## config.mk

```make
export PLATFORM = sky130hd
export DESIGN_NAME = sss_slave_tx
export DESIGN_NICKNAME = d
export VERILOG_FILES = /design/src/rtl/sss_pkg.sv /design/src/rtl/sss_edge_sync.sv /design/src/rtl/sss_hold_reg.sv /design/src/rtl/sss_shifter.sv /design/src/rtl/sss_slave_tx.sv
export SDC_FILE = /design/constraint.sdc
export NUM_CORES = 1
export LEC_CHECK = 0
export BUFFER_PORTS_ARGS = -buffer_cell sky130_fd_sc_hd__clkbuf_2
export CAP_MARGIN = 20
export CORE_ASPECT_RATIO = 2
export CORE_MARGIN = 2
export CORE_UTILIZATION = 47
export DETAILED_ROUTE_END_ITERATION = 8
export PLACE_DENSITY = 0.77
export SLEW_MARGIN = 0
export SYNTH_ARGS = -nofsm -noshare
export SYNTH_HDL_FRONTEND = slang
export SYNTH_SLANG_ARGS = --single-unit
```

## constraint.sdc

```tcl
create_clock -name clk -period 1.95 [get_ports clk]
set_clock_uncertainty 0.2 [all_clocks]
set_input_delay 0.195 -clock clk [delete_from_list [all_inputs] [get_ports clk]]
set_output_delay 0.195 -clock clk [all_outputs]
set_load 0.01 [all_outputs]
```

## src/rtl/sss_pkg.sv

```systemverilog
package sss_pkg;
  localparam int DATA_W = 8;
  localparam int WORD_W = DATA_W + 1;
  localparam int CNT_W  = $clog2(WORD_W + 1);

  typedef struct packed {
    logic              len9;
    logic              bit9;
    logic [DATA_W-1:0] data;
  } tx_word_t;
endpackage

```

## src/rtl/sss_edge_sync.sv

```systemverilog
module sss_edge_sync #(
  parameter int STAGES = 2
) (
  input  logic clk,
  input  logic rst_n,
  input  logic sck_async,
  output logic fall_o
);
  logic [STAGES-1:0] chain_q, chain_d;
  logic              prev_q;

  generate
    if (STAGES == 1) begin : g_one
      always_comb chain_d = sck_async;
    end else begin : g_many
      always_comb chain_d = {chain_q[STAGES-2:0], sck_async};
    end
  endgenerate

  always_ff @(posedge clk or negedge rst_n) begin
    if (!rst_n) begin
      chain_q <= '0;
      prev_q  <= 1'b0;
    end else begin
      chain_q <= chain_d;
      prev_q  <= chain_q[STAGES-1];
    end
  end

  assign fall_o = prev_q & ~chain_q[STAGES-1];
endmodule

```

## src/rtl/sss_hold_reg.sv

```systemverilog
module sss_hold_reg
  import sss_pkg::*;
(
  input  logic     clk,
  input  logic     rst_n,
  input  logic     wr_i,
  input  tx_word_t word_i,
  input  logic     take_i,
  input  logic     ovf_clr_i,
  output logic     full_o,
  output tx_word_t word_o,
  output logic     ovf_o
);
  logic     full_d, ovf_d, cap_en;
  tx_word_t word_q;

  always_comb begin
    cap_en = wr_i & ~full_o;
    full_d = full_o;
    if (take_i) full_d = 1'b0;
    if (cap_en) full_d = 1'b1;
    ovf_d = ovf_o;
    if (ovf_clr_i) ovf_d = 1'b0;
    if (wr_i && full_o) ovf_d = 1'b1;
  end

  always_ff @(posedge clk or negedge rst_n) begin
    if (!rst_n) begin
      full_o <= 1'b0;
      ovf_o  <= 1'b0;
      word_q <= '0;
    end else begin
      full_o <= full_d;
      ovf_o  <= ovf_d;
      if (cap_en) word_q <= word_i;
    end
  end

  assign word_o = word_q;


  wr_full_ovf_chk: assert property (@(posedge clk) disable iff (!rst_n)
    (wr_i && full_o) |=> ovf_o);

  wr_full_keep_chk: assert property (@(posedge clk) disable iff (!rst_n)
    (wr_i && full_o) |=> $stable(word_o));
endmodule

```

## src/rtl/sss_shifter.sv

```systemverilog
module sss_shifter
  import sss_pkg::*;
(
  input  logic     clk,
  input  logic     rst_n,
  input  logic     load_i,
  input  tx_word_t word_i,
  input  logic     fall_i,
  input  logic     active_i,
  output logic     empty_o,
  output logic     sdo_o
);
  logic [WORD_W-1:0] sh_q, sh_d;
  logic [CNT_W-1:0]  cnt_q, cnt_d;
  logic              empty_d, sdo_d, step;

  always_comb begin
    sh_d    = sh_q;
    cnt_d   = cnt_q;
    empty_d = empty_o;
    step    = active_i & fall_i & ~empty_o;
    if (load_i) begin
      sh_d    = {word_i.bit9, word_i.data};
      cnt_d   = word_i.len9 ? CNT_W'(WORD_W) : CNT_W'(DATA_W);
      empty_d = 1'b0;
    end else if (step) begin
      if (cnt_q == CNT_W'(1)) begin
        empty_d = 1'b1;
      end else begin
        sh_d  = {1'b0, sh_q[WORD_W-1:1]};
        cnt_d = cnt_q - CNT_W'(1);
      end
    end
    sdo_d = empty_d ? 1'b1 : sh_d[0];
  end

  always_ff @(posedge clk or negedge rst_n) begin
    if (!rst_n) begin
      sh_q    <= '0;
      cnt_q   <= '0;
      empty_o <= 1'b1;
      sdo_o   <= 1'b1;
    end else begin
      sh_q    <= sh_d;
      cnt_q   <= cnt_d;
      empty_o <= empty_d;
      sdo_o   <= sdo_d;
    end
  end


  sdo_hold_chk: assert property (@(posedge clk) disable iff (!rst_n)
    (!load_i && !(fall_i && active_i)) |=> $stable(sdo_o));

  word_end_chk: assert property (@(posedge clk) disable iff (!rst_n)
    (step && !load_i && cnt_q == CNT_W'(1)) |=> (empty_o && sdo_o));
endmodule

```

## src/rtl/sss_slave_tx.sv

```systemverilog
module sss_slave_tx
  import sss_pkg::*;
#(
  parameter int SYNC_STAGES = 2
) (
  input  logic              clk,
  input  logic              rst_n,
  input  logic              ext_sck,
  input  logic              host_wr,
  input  logic [DATA_W-1:0] host_data,
  input  logic              host_bit9,
  input  logic              word9_sel,
  input  logic              port_on,
  input  logic              sync_sel,
  input  logic              clk_master_sel,
  input  logic              rx_cont_on,
  input  logic              rx_single_on,
  input  logic              tx_on,
  input  logic              irq_on,
  input  logic              ovf_clr,
  output logic              sdo,
  output logic              hold_empty,
  output logic              irq,
  output logic              shift_empty
  ,output logic             wr_ovf
);
  logic     active, fall, hold_full, take;
  tx_word_t in_word, held_word;

  assign active  = port_on & sync_sel & ~clk_master_sel & tx_on
                 & ~rx_cont_on & ~rx_single_on;
  assign in_word = '{len9: word9_sel, bit9: host_bit9, data: host_data};
  assign take    = active & hold_full & shift_empty;

  sss_edge_sync #(.STAGES(SYNC_STAGES)) i_sync (
    .clk(clk), .rst_n(rst_n), .sck_async(ext_sck), .fall_o(fall));

  sss_hold_reg i_hold (
    .clk(clk), .rst_n(rst_n), .wr_i(host_wr), .word_i(in_word),
    .take_i(take), .ovf_clr_i(ovf_clr), .full_o(hold_full),
    .word_o(held_word), .ovf_o(wr_ovf));

  sss_shifter i_shift (
    .clk(clk), .rst_n(rst_n), .load_i(take), .word_i(held_word),
    .fall_i(fall), .active_i(active), .empty_o(shift_empty), .sdo_o(sdo));

  assign hold_empty = ~hold_full;
  assign irq        = hold_empty & irq_on;


  transfer_chk: assert property (@(posedge clk) disable iff (!rst_n)
    (active && hold_full && shift_empty) |=> (!shift_empty && !hold_full));

  idle_port_chk: assert property (@(posedge clk) disable iff (!rst_n)
    (!active && shift_empty) |=> (shift_empty && sdo));
endmodule

```

==> Word level (Yosys, flattened, before mapping) <==
Index checks and enable logic that the tools add are counted.
{ "word_totals": {"reg_bits": 30, "in_bits": 22, "wordCells": 53} }
{ "classes": {"add_sub_neg": 1, "eq_ne": 2, "mux": 15, "bitwise_logic": 18, "n_reduce_logical": 5} }
{ "op_table": {"columns": ["operator", "count"], "rows": [
  ["$mux W9", 3],
  ["$and A1 B1 Y1", 12],
  ["$mux W4", 3],
  ["$mux W1", 9],
  ["$not A1 Y1", 6],
  ["$reduce_bool A2 Y1", 3],
  ["$eq A4 B1 Y1 const B", 1],
  ["$sub A4 B1 Y4 const B", 1],
  ["$ne A2 B2 Y1 const B", 1],
  ["$reduce_and A2 Y1", 1],
  ["$logic_and A1 B1 Y1", 1]
]} }

==> Depth between registers and ports, before layout <==
Gate-level depths: netlist (run 1).
{ "depth": {"ltp_word": 10, "depth_mapped": 7} }

==> By module <==
Synthesis (run 1) repeated with hierarchy kept, for this count alone.
{ "unflattened": {"cells_unflattened": 112, "area_unflattened_um2": 1418.9} }
{ "modules_own_cells": {"columns": ["module", "instances", "cells_per_inst", "area_each_um2"], "rows": [
  ["sss_shifter", 1, 73, 783.3],
  ["sss_hold_reg", 1, 29, 491.7],
  ["sss_edge_sync", 1, 4, 88.8],
  ["sss_slave_tx", 1, 6, 55.1]
]} }

==> Least setup slack after synthesis (run 1) <==
No wires, ideal clock.
{ "synth_timing": {"path_type": "input -> register", "from": "input rx_cont_on", "to": "register i_shift.cnt_q[2]", "arrival_time_ns": 1.681, "path_slack_ns": -0.067, "stages": 5, "path_buffers": 1, "cell_sequence": "or4b_4 or4_4 clkbuf_1 o21ai_0 a21oi_1"} }
{ "synth_between": {"elab_chain_cells": 7} }
{ "synth_rtl": {"columns": ["element", "line_no", "rtl"], "rows": [
  ["start: declaration", "sss_slave_tx.sv:16", "input logic rx_cont_on,"],
  ["$not A1 Y1 *", "sss_slave_tx.sv:31", "& ~rx_cont_on & ~rx_single_on;"],
  ["$and A1 B1 Y1 * (2 in series)", "sss_slave_tx.sv:31", null],
  ["$and A1 B1 Y1 (on tied branches) (2 in series)", "sss_slave_tx.sv:33, sss_shifter.sv:21", null],
  ["$ne A2 B2 Y1 (no source line) or $reduce_bool A2 Y1 (tied branches)", null, null],
  ["$reduce_and A2 Y1 (no source line)", null, null],
  ["end signal: assignment", "sss_shifter.sv:45", "cnt_q <= cnt_d;"],
  ["end: declaration", "sss_shifter.sv:14", "logic [CNT_W-1:0] cnt_q, cnt_d;"]
]} }
Every way passes the cells marked *; elsewhere a longest branch is shown, timed or not.
A chain may end at the register's enable or synchronous reset.

==> Worst setup path after layout (run 1) <==
{ "layout_timing": {"from": "register i_shift.cnt_q[1]", "to": "register i_shift.sdo_o"} }
{ "layout_between": {"elab_chain_cells": 5} }
{ "layout_rtl": {"columns": ["element", "line_no", "rtl"], "rows": [
  ["$eq A4 B1 Y1 *", "sss_shifter.sv:27", "if (cnt_q == CNT_W'(1)) begin"],
  ["$mux W9 or $mux W1 (tied branches)", "sss_shifter.sv:27", null],
  ["$mux W9 or $mux W1 (tied branches)", "sss_shifter.sv:26", "end else if (step) begin"],
  ["$mux W9 or $mux W1 (tied branches)", "sss_shifter.sv:22", "if (load_i) begin"],
  ["$mux W1 *", "sss_shifter.sv:34", "sdo_d = empty_d ? 1'b1 : sh_d[0];"],
  ["via i_shift.sdo_d", "sss_shifter.sv:15", "logic empty_d, sdo_d, step;"],
  ["end signal: assignment", "sss_shifter.sv:47", "sdo_o <= sdo_d;"],
  ["end: declaration", "sss_shifter.sv:11", "output logic sdo_o"]
]} }
Mark *: on every way through the listed nets, which the timed path passes. The rest lies on a longest branch. The select of a mux whose other input is x is not followed.

==> results.py, run 1 <==
metrics = {
    "clock_network": {
        "path_clk_slew_ns": 0.06,
        "clock_path_buffers": 2,
        "htreeDepth": 2,
        "cts-buffers-inserted": 5,
        "cts_tree": "built",
        "cts_sinks": 30,
        "clk_latency_ns": 0.27,
        "cts-root-buf": "clkbuf_8",
    },
    "die": {
        "start_util_pct": 48.1,
        "die_y_um": 78.3,
        "die_area_mm2": 0.00323,
        "rows": 27,
        "fp.coreArea_mm2": 0.00270,
        "ios": 27,
        "dieWidth_um": 41.2,
    },
    "drt": {
        "avgViaCountPerCell": 5.27,
        "via_count": 1039,
        "detail-route-antenna-nets": 0,
        "drtIter0Drc": 9,
        "drt-pass1-iter-count": 4,
        "drc": 0,
        "drt-total-wl_um": 2580,
        "wl_per_cell_um": 13.1,
    },
    "critical_path": {
        "cp-start-kind": "flip-flop",
        "r2r-end": "i_shift.sdo_o",
        "reg2reg_depth": 6,
        "r2r_slack_ns": 0.09,
        "r2r-start": "i_shift.cnt_q[1]",
        "crit_required_ns": 1.96,
        "critPathKind": "flip-flop to flip-flop",
        "critPathMaxFanout": 4,
        "endpoint_kind": "flip-flop",
        "worstPathArrival_ns": 1.87,
    },
    "global_routing": {
        "antenna_found_initial": 0,
        "grt_usage_pct": 20.3,
        "grt_pass1_wl_um": 4420,
        "grt_pass1_vias": 1048,
        "grt-ovfl-total": 0,
        "grt_start_max_net_pins": 31,
    },
    "power": {
        "pwr-share-comb_pct": 17.5,
        "pwr-share-clk_pct": 35.4,
        "finalPower_mw": 1.76,
        "swShare_pct": 23.1,
        "seqPwrFrac_pct": 47.1,
        "p_leak_nw": 0.874,
        "internal_power_mw": 1.36,
        "p_switching_mw": 0.407,
        "p_per_area_mw_per_mm2": 972,
        "ir_drop_v": 0.000635,
    },
    "run": {
        "drv_cap": 0,
    },
    "sta": {
        "slew_violations": 0,
        "timing.hold.ws_ns": 0.144,
        "fin_crit_sh_pct": 95.5,
        "max_slew.worst_pin.slew_ns": 0.704,
        "hold_viol_final": 0,
        "rsz0062_at_grt": "no",
        "post-route-min-period_ns": 1.86,
        "maxSlewHeadroom_pct": 53.1,
        "setup_violations": 0,
        "fmax_mhz": 537,
    },
    "placement": {
        "placedCellCount": 172,
        "io_buffers": 26,
        "placed_cell_area_mm2": 0.00151,
        "dp.final_hpwl_um": 1920,
        "place_congestion": 0.740,
    },
    "worst_hold_path": {
        "hold_path_startpoint": "i_sync.chain_q[0]",
        "hold_class": "flip-flop to flip-flop",
        "holdPathStages": 0,
        "min_to": "i_sync.chain_q[1]",
    },
    "yosys": {
        "ys_types": 33,
        "post_synth_instance_area_mm2": 0.00130,
        "yosysWarnings": 0,
        "ys_ff_latch": 30,
        "yosysSeqAreaShare_pct": 58.0,
        "avgSynthCellArea_um2": 11.5,
        "synth-edff-count": 0,
        "synthArstFlopShare_pct": 100,
        "netlist_instances": 113,
        "synth_flop_cell": "dfrtp_1",
        "synth_nets": 137,
    },
    "layout": {
        "area_growth_syn_to_layout_pct": 39.7,
        "final_nets": 191,
        "antenna_cells": 0,
        "drive_gt1_share_pct": 38.7,
        "instances_no_fill": 197,
        "layout_common_cells": "dfrtp_1, clkbuf_2, dlygate4sd3_1",
        "final_common_cell": "dfrtp_1",
        "stdcell_area_mm2": 0.00181,
    },
    "status": {
        "status": "completed",
    },
}
repair_timing:
action | in CTS | in global routing
resized for setup | 4 | 1
setup buffers | 2 | 0
cloned | 0 | 0
pin swaps | 2 | 3
endpoints found under the setup margin | 9 | 4
hold buffers | 15 | 0
hold endpoints to repair | 41 | 0
Yosys cell counts, types with 2 or more instances:
cell type,n,area share (%)
nor2_1,5,1.4
nand3_1,8,3.1
nor2b_1,2,0.96
dfrtp_1,28,54
nand2_1,11,3.2
clkbuf_1,4,1.2
mux2_2,11,9.5
ha_1,2,1.9
o21ai_0,3,1.2
inv_1,7,2.0
a21oi_1,3,1.2
a22oi_1,7,4.0
dfstp_2,2,4.0
state kept, by name, indices dropped and copies added (netlist names):
signal,count
i_sync.prev_q,1
i_shift.sh_q,9
i_shift.sdo_o,1
i_hold.full_o,1
i_shift.cnt_q,4
i_hold.ovf_o,1
i_sync.chain_q,2
i_shift.empty_o,1
i_hold.word_o,10
cells by family (layout without fill, tap and decap cells):
kind of cell	after synthesis	count (layout)	share of synthesized area, %
and+or+nand+nor	39	39	16.5
DFF	30	30	58.0
AOI/OAI and AO/OA	18	18	9.83
buffers and inverters	12	67	3.56
muxes	11	11	9.54
adders and majority gates	2	2	1.93
xor gates and xnor gates	1	1	0.674
layer usage:
layer | track usage [%] | routed length [µm]
met5 | 0 | 0
met4 | 11.3 | 54
met3 | 5.37 | 76
met2 | 32.2 | 1480
met1 | 23.1 | 965
final cells by class:
| type | instances | area [µm²] |
|---|---|---|
| Tap cell | 29 | 36.3 |
| Fill cell | 212 | 888 |
| Multi-Input combinational cell | 71 | 519 |
| Clock buffer | 7 | 86.3 |
| Sequential cell | 30 | 753 |
| Clock inverter | 1 | 30.0 |
| Inverter | 7 | 26.3 |
| Timing Repair Buffer | 52 | 363 |
worst max-delay path by stage:
stage	from	to	slack, ns	cells past startpoint
finish	i_shift.cnt_q[1]	i_shift.sdo_o	0.09	6
global route	i_shift.cnt_q[1]	i_shift.cnt_q[2]	0.003	6
CTS	i_shift.cnt_q[0]	i_shift.sh_q[0]	0.02	5
detailed placement	rx_cont_on	i_shift.sdo_o	-0.19	5
global placement	rx_cont_on	i_shift.cnt_q[2]	-0.15	5
floorplan	rx_cont_on	i_shift.sdo_o	-0.03	4
per-stage QoR:
stage                     setup TNS [ns]  worst slack, ns  utilization [%]
final                                  0           0.0877             67.1
after global routing                   0          0.00291             67.1
after CTS                              0           0.0165             66.9
after detailed placement           -1.32           -0.188             56.0
after global placement            -0.970           -0.148             56.0
after floorplan                  -0.0504          -0.0260                -
critical path: stages (launching register included):
cell      delay, ns
dfrtp_1        0.35
inv_2          0.05
ha_2           0.16
nor3b_4        0.15
or4_4          0.44
o311a_1        0.33
o21bai_2       0.12
power by group through the flow:
stage	clock network, mW	registers, mW	logic (mW)
after floorplan	0	0.826	0.168
after global placement	0	0.835	0.247
after detailed placement	0	0.840	0.264
after CTS	0.642	0.830	0.312
after global routing	0.672	0.846	0.346
final	0.624	0.831	0.308
Power figures use the tool's default switching activity.
==> inputs of run 2 (changes only) <==
Settings changed: CORE_UTILIZATION 47 to 48, SYNTH_HIERARCHICAL set to 1.
==> run 2 against run 1 <==
Effect of this change: sequential share of layout area down 1.5 points; sequential power fell by 16%; die area grew 6.5%; area after synthesis rose by 9.2%; largest power group unchanged; critical path type unchanged.
==> results.py, run 2 <==
metrics = {
    "status": {
        "status": "completed",
    },
    "yosys": {
        "synth_compound_area_share_pct": 13.0,
        "synth-edff-count": 0,
        "synthMuxAreaShare_pct": 10.6,
        "post_synth_instance_area_mm2": 0.00142,
        "synthAdderAreaFrac_pct": 1.76,
        "netlist_instances": 112,
        "yosys.area_share.simple_pct": 17.3,
        "avgSynthCellArea_um2": 12.7,
        "synthXorXnorAreaFrac_pct": 0,
        "synthTopCellsByArea": "dfrtp_1, mux2_4, a221o_1, dfstp_2, nor2b_1",
        "yosysWarnings": 6,
        "synth_nets": 136,
        "synth_top_area_cell": "dfrtp_1",
        "synth_top_family_by_area": "simple AND/OR/NAND/NOR gates",
        "synth_flop_cell": "dfrtp_1",
        "yosys-top-cells-count": "dfrtp_1, mux2_4, a221o_1",
        "ys_ff_latch": 30,
        "ys_types": 35,
        "synthArstFlopShare_pct": 100,
        "synth_most_common_cell": "dfrtp_1",
        "yosysSeqAreaShare_pct": 53.1,
        "synth_top_area_share_pct": 49.4,
    },
    "layout": {
        "drive_gt1_share_pct": 36.4,
        "layout_common_cells": "dfrtp_1, clkbuf_2, dlygate4sd3_1, mux2_4",
        "regArea_um2": 753,
        "antenna_cells": 0,
        "multiInputGateArea_um2": 613,
        "instances_no_fill": 195,
        "area_growth_syn_to_layout_pct": 32.6,
        "finish.utilization_pct": 65.5,
        "fillers": 216,
        "final_common_cell": "dfrtp_1",
        "largest_reg_flops": 10,
        "final_nets": 188,
        "stdcell_area_mm2": 0.00188,
    },
    "global_routing": {
        "grt-ovfl-total": 0,
        "grt_pass1_wl_um": 4640,
        "grt_start_max_net_pins": 31,
        "antenna_found_initial": 0,
        "grt_usage_pct": 18.1,
        "grt_pass1_vias": 1011,
    },
    "sta": {
        "rsz0062_at_grt": "no",
        "post-route-min-period_ns": 1.85,
        "hold_viol_final": 0,
        "max_slew.worst_pin.slew_ns": 0.699,
        "maxSlewHeadroom_pct": 53.4,
        "timing.hold.ws_ns": 0.150,
        "slew_violations": 0,
        "setup_slack_ns": 0.0960,
        "fin_crit_sh_pct": 95.1,
        "fmax_mhz": 539,
        "timing.setup.tns_ns": 0,
        "setup_violations": 0,
    },
    "drt": {
        "wl_per_cell_um": 13.9,
        "via_count": 1046,
        "drtIter0Drc": 5,
        "drt-total-wl_um": 2710,
        "avgViaCountPerCell": 5.36,
        "drt-pass1-iter-count": 4,
        "detail-route-antenna-nets": 0,
        "drc": 0,
    },
    "critical_path": {
        "critical_path.startpoint": "i_shift/empty_o",
        "cp-start-kind": "flip-flop",
        "endpoint": "i_shift/sh_q[4]",
        "worstPathArrival_ns": 1.82,
        "crit_required_ns": 1.92,
        "crit_chain": "nand2_1 > nor4_4 > buf_12 > inv_1 > o211a_1 > a221o_1",
        "r2r_slack_ns": 0.1,
        "r2r-end": "i_shift/sh_q[4]",
        "critPathMaxStageDelay_ns": 0.56,
        "reg2reg_depth": 6,
        "critPathKind": "flip-flop to flip-flop",
        "endpoint_kind": "flip-flop",
        "r2r-start": "i_shift/empty_o",
        "slowest_stage": "dfstp_2",
        "critPathMaxFanout": 27,
    },
    "power": {
        "p_leak_nw": 0.908,
        "finalPower_mw": 1.37,
        "ir_drop_v": 0.000495,
        "p_per_area_mw_per_mm2": 730,
    },
    "worst_hold_path": {
        "hold_class": "flip-flop to flip-flop",
    },
    "die": {
        "die_y_um": 80.9,
        "fp.coreArea_mm2": 0.00287,
        "die_area_mm2": 0.00343,
        "ios": 27,
        "dieWidth_um": 42.4,
        "rows": 28,
        "start_util_pct": 49.4,
    },
    "clock_network": {
        "cts_resized": 0,
        "cts_tree": "built",
        "clock_path_buffers": 2,
        "cts-buffers-inserted": 5,
        "htreeDepth": 2,
        "cts_sinks": 30,
        "cts-root-buf": "clkbuf_8",
        "path_clk_slew_ns": 0.06,
        "clk_latency_ns": 0.28,
    },
    "placement": {
        "io_buffers": 26,
        "pre_cts_slack_ns": 0.0800,
        "placedCellCount": 171,
        "dp.final_hpwl_um": 1790,
        "place_congestion": 0.763,
        "placed_cell_area_mm2": 0.00163,
    },
    "run": {
        "drv_cap": 0,
    },
}
[run 2: cell types whose count changed after synthesis, sizes merged, moves of 3 or more]
cell,before,now
a221o,0,8
a22oi,7,0
nand2,11,4
nand3,8,1
nor2b,2,8
buf,1,4
clkbuf,4,1
nor3,1,4
o21a,0,3
[run 2: repair_timing]
action / 4_1_cts / 5_1_grt
setup buffers: 0 / 1
setup endpoints to repair: 0 / 6
hold buffers: 15 / 0
endpoints found under the hold margin: 41 / 0
[run 2: cell type report]
class	count	area share, %
inverter	7	1.40
sequential	30	40.0
clock inverter	1	0.266
clock buffer	7	4.59
multi-input combinational	70	32.6
tap	30	1.99
timing repair buffer	50	19.1
[run 2: worst min-delay path by stage]
stage                            from                 to  slack, ns  cells past startpoint
floorplan                       rst_n      i_hold/full_o      -0.30                      0
global placement                rst_n      i_sync/prev_q       0.08                      1
detailed placement              rst_n      i_sync/prev_q       0.08                      1
CTS                      rx_single_on    i_shift/empty_o       0.14                      4
global route        i_sync/chain_q[0]  i_sync/chain_q[1]       0.17                      0
finish              i_sync/chain_q[0]  i_sync/chain_q[1]       0.15                      0
[run 2: worst max-delay path: cells and delay by family, from the launching register on]
| family | cells | cell delay (ns) |
|---|---|---|
| flops | 1 | 0.56 |
| compound gates | 2 | 0.38 |
| buf+inv | 2 | 0.30 |
| simple gates | 2 | 0.29 |
[run 2: routing by layer]
layer  GRT usage (%)  share of wire [%]
met4            10.3                3.1
met3            5.56                3.6
met2            28.3                 51
met1            21.9                 42
met5               0                  0
[run 2: kinds of logic after synthesis]
| group | Yosys count |
|---|---|
| AO/OA/AOI/OAI | 24 |
| flip-flops | 30 |
| AND/OR/NAND/NOR | 34 |
| adder cells (fa/ha/maj) | 2 |
| buffers and inverters | 12 |
| multiplexers | 10 |
[run 2: where the power goes]
group          internal [mW]  switching, mW
logic                  0.106         0.0693
clock network          0.284          0.219
registers              0.671         0.0246
total                   1.06          0.313
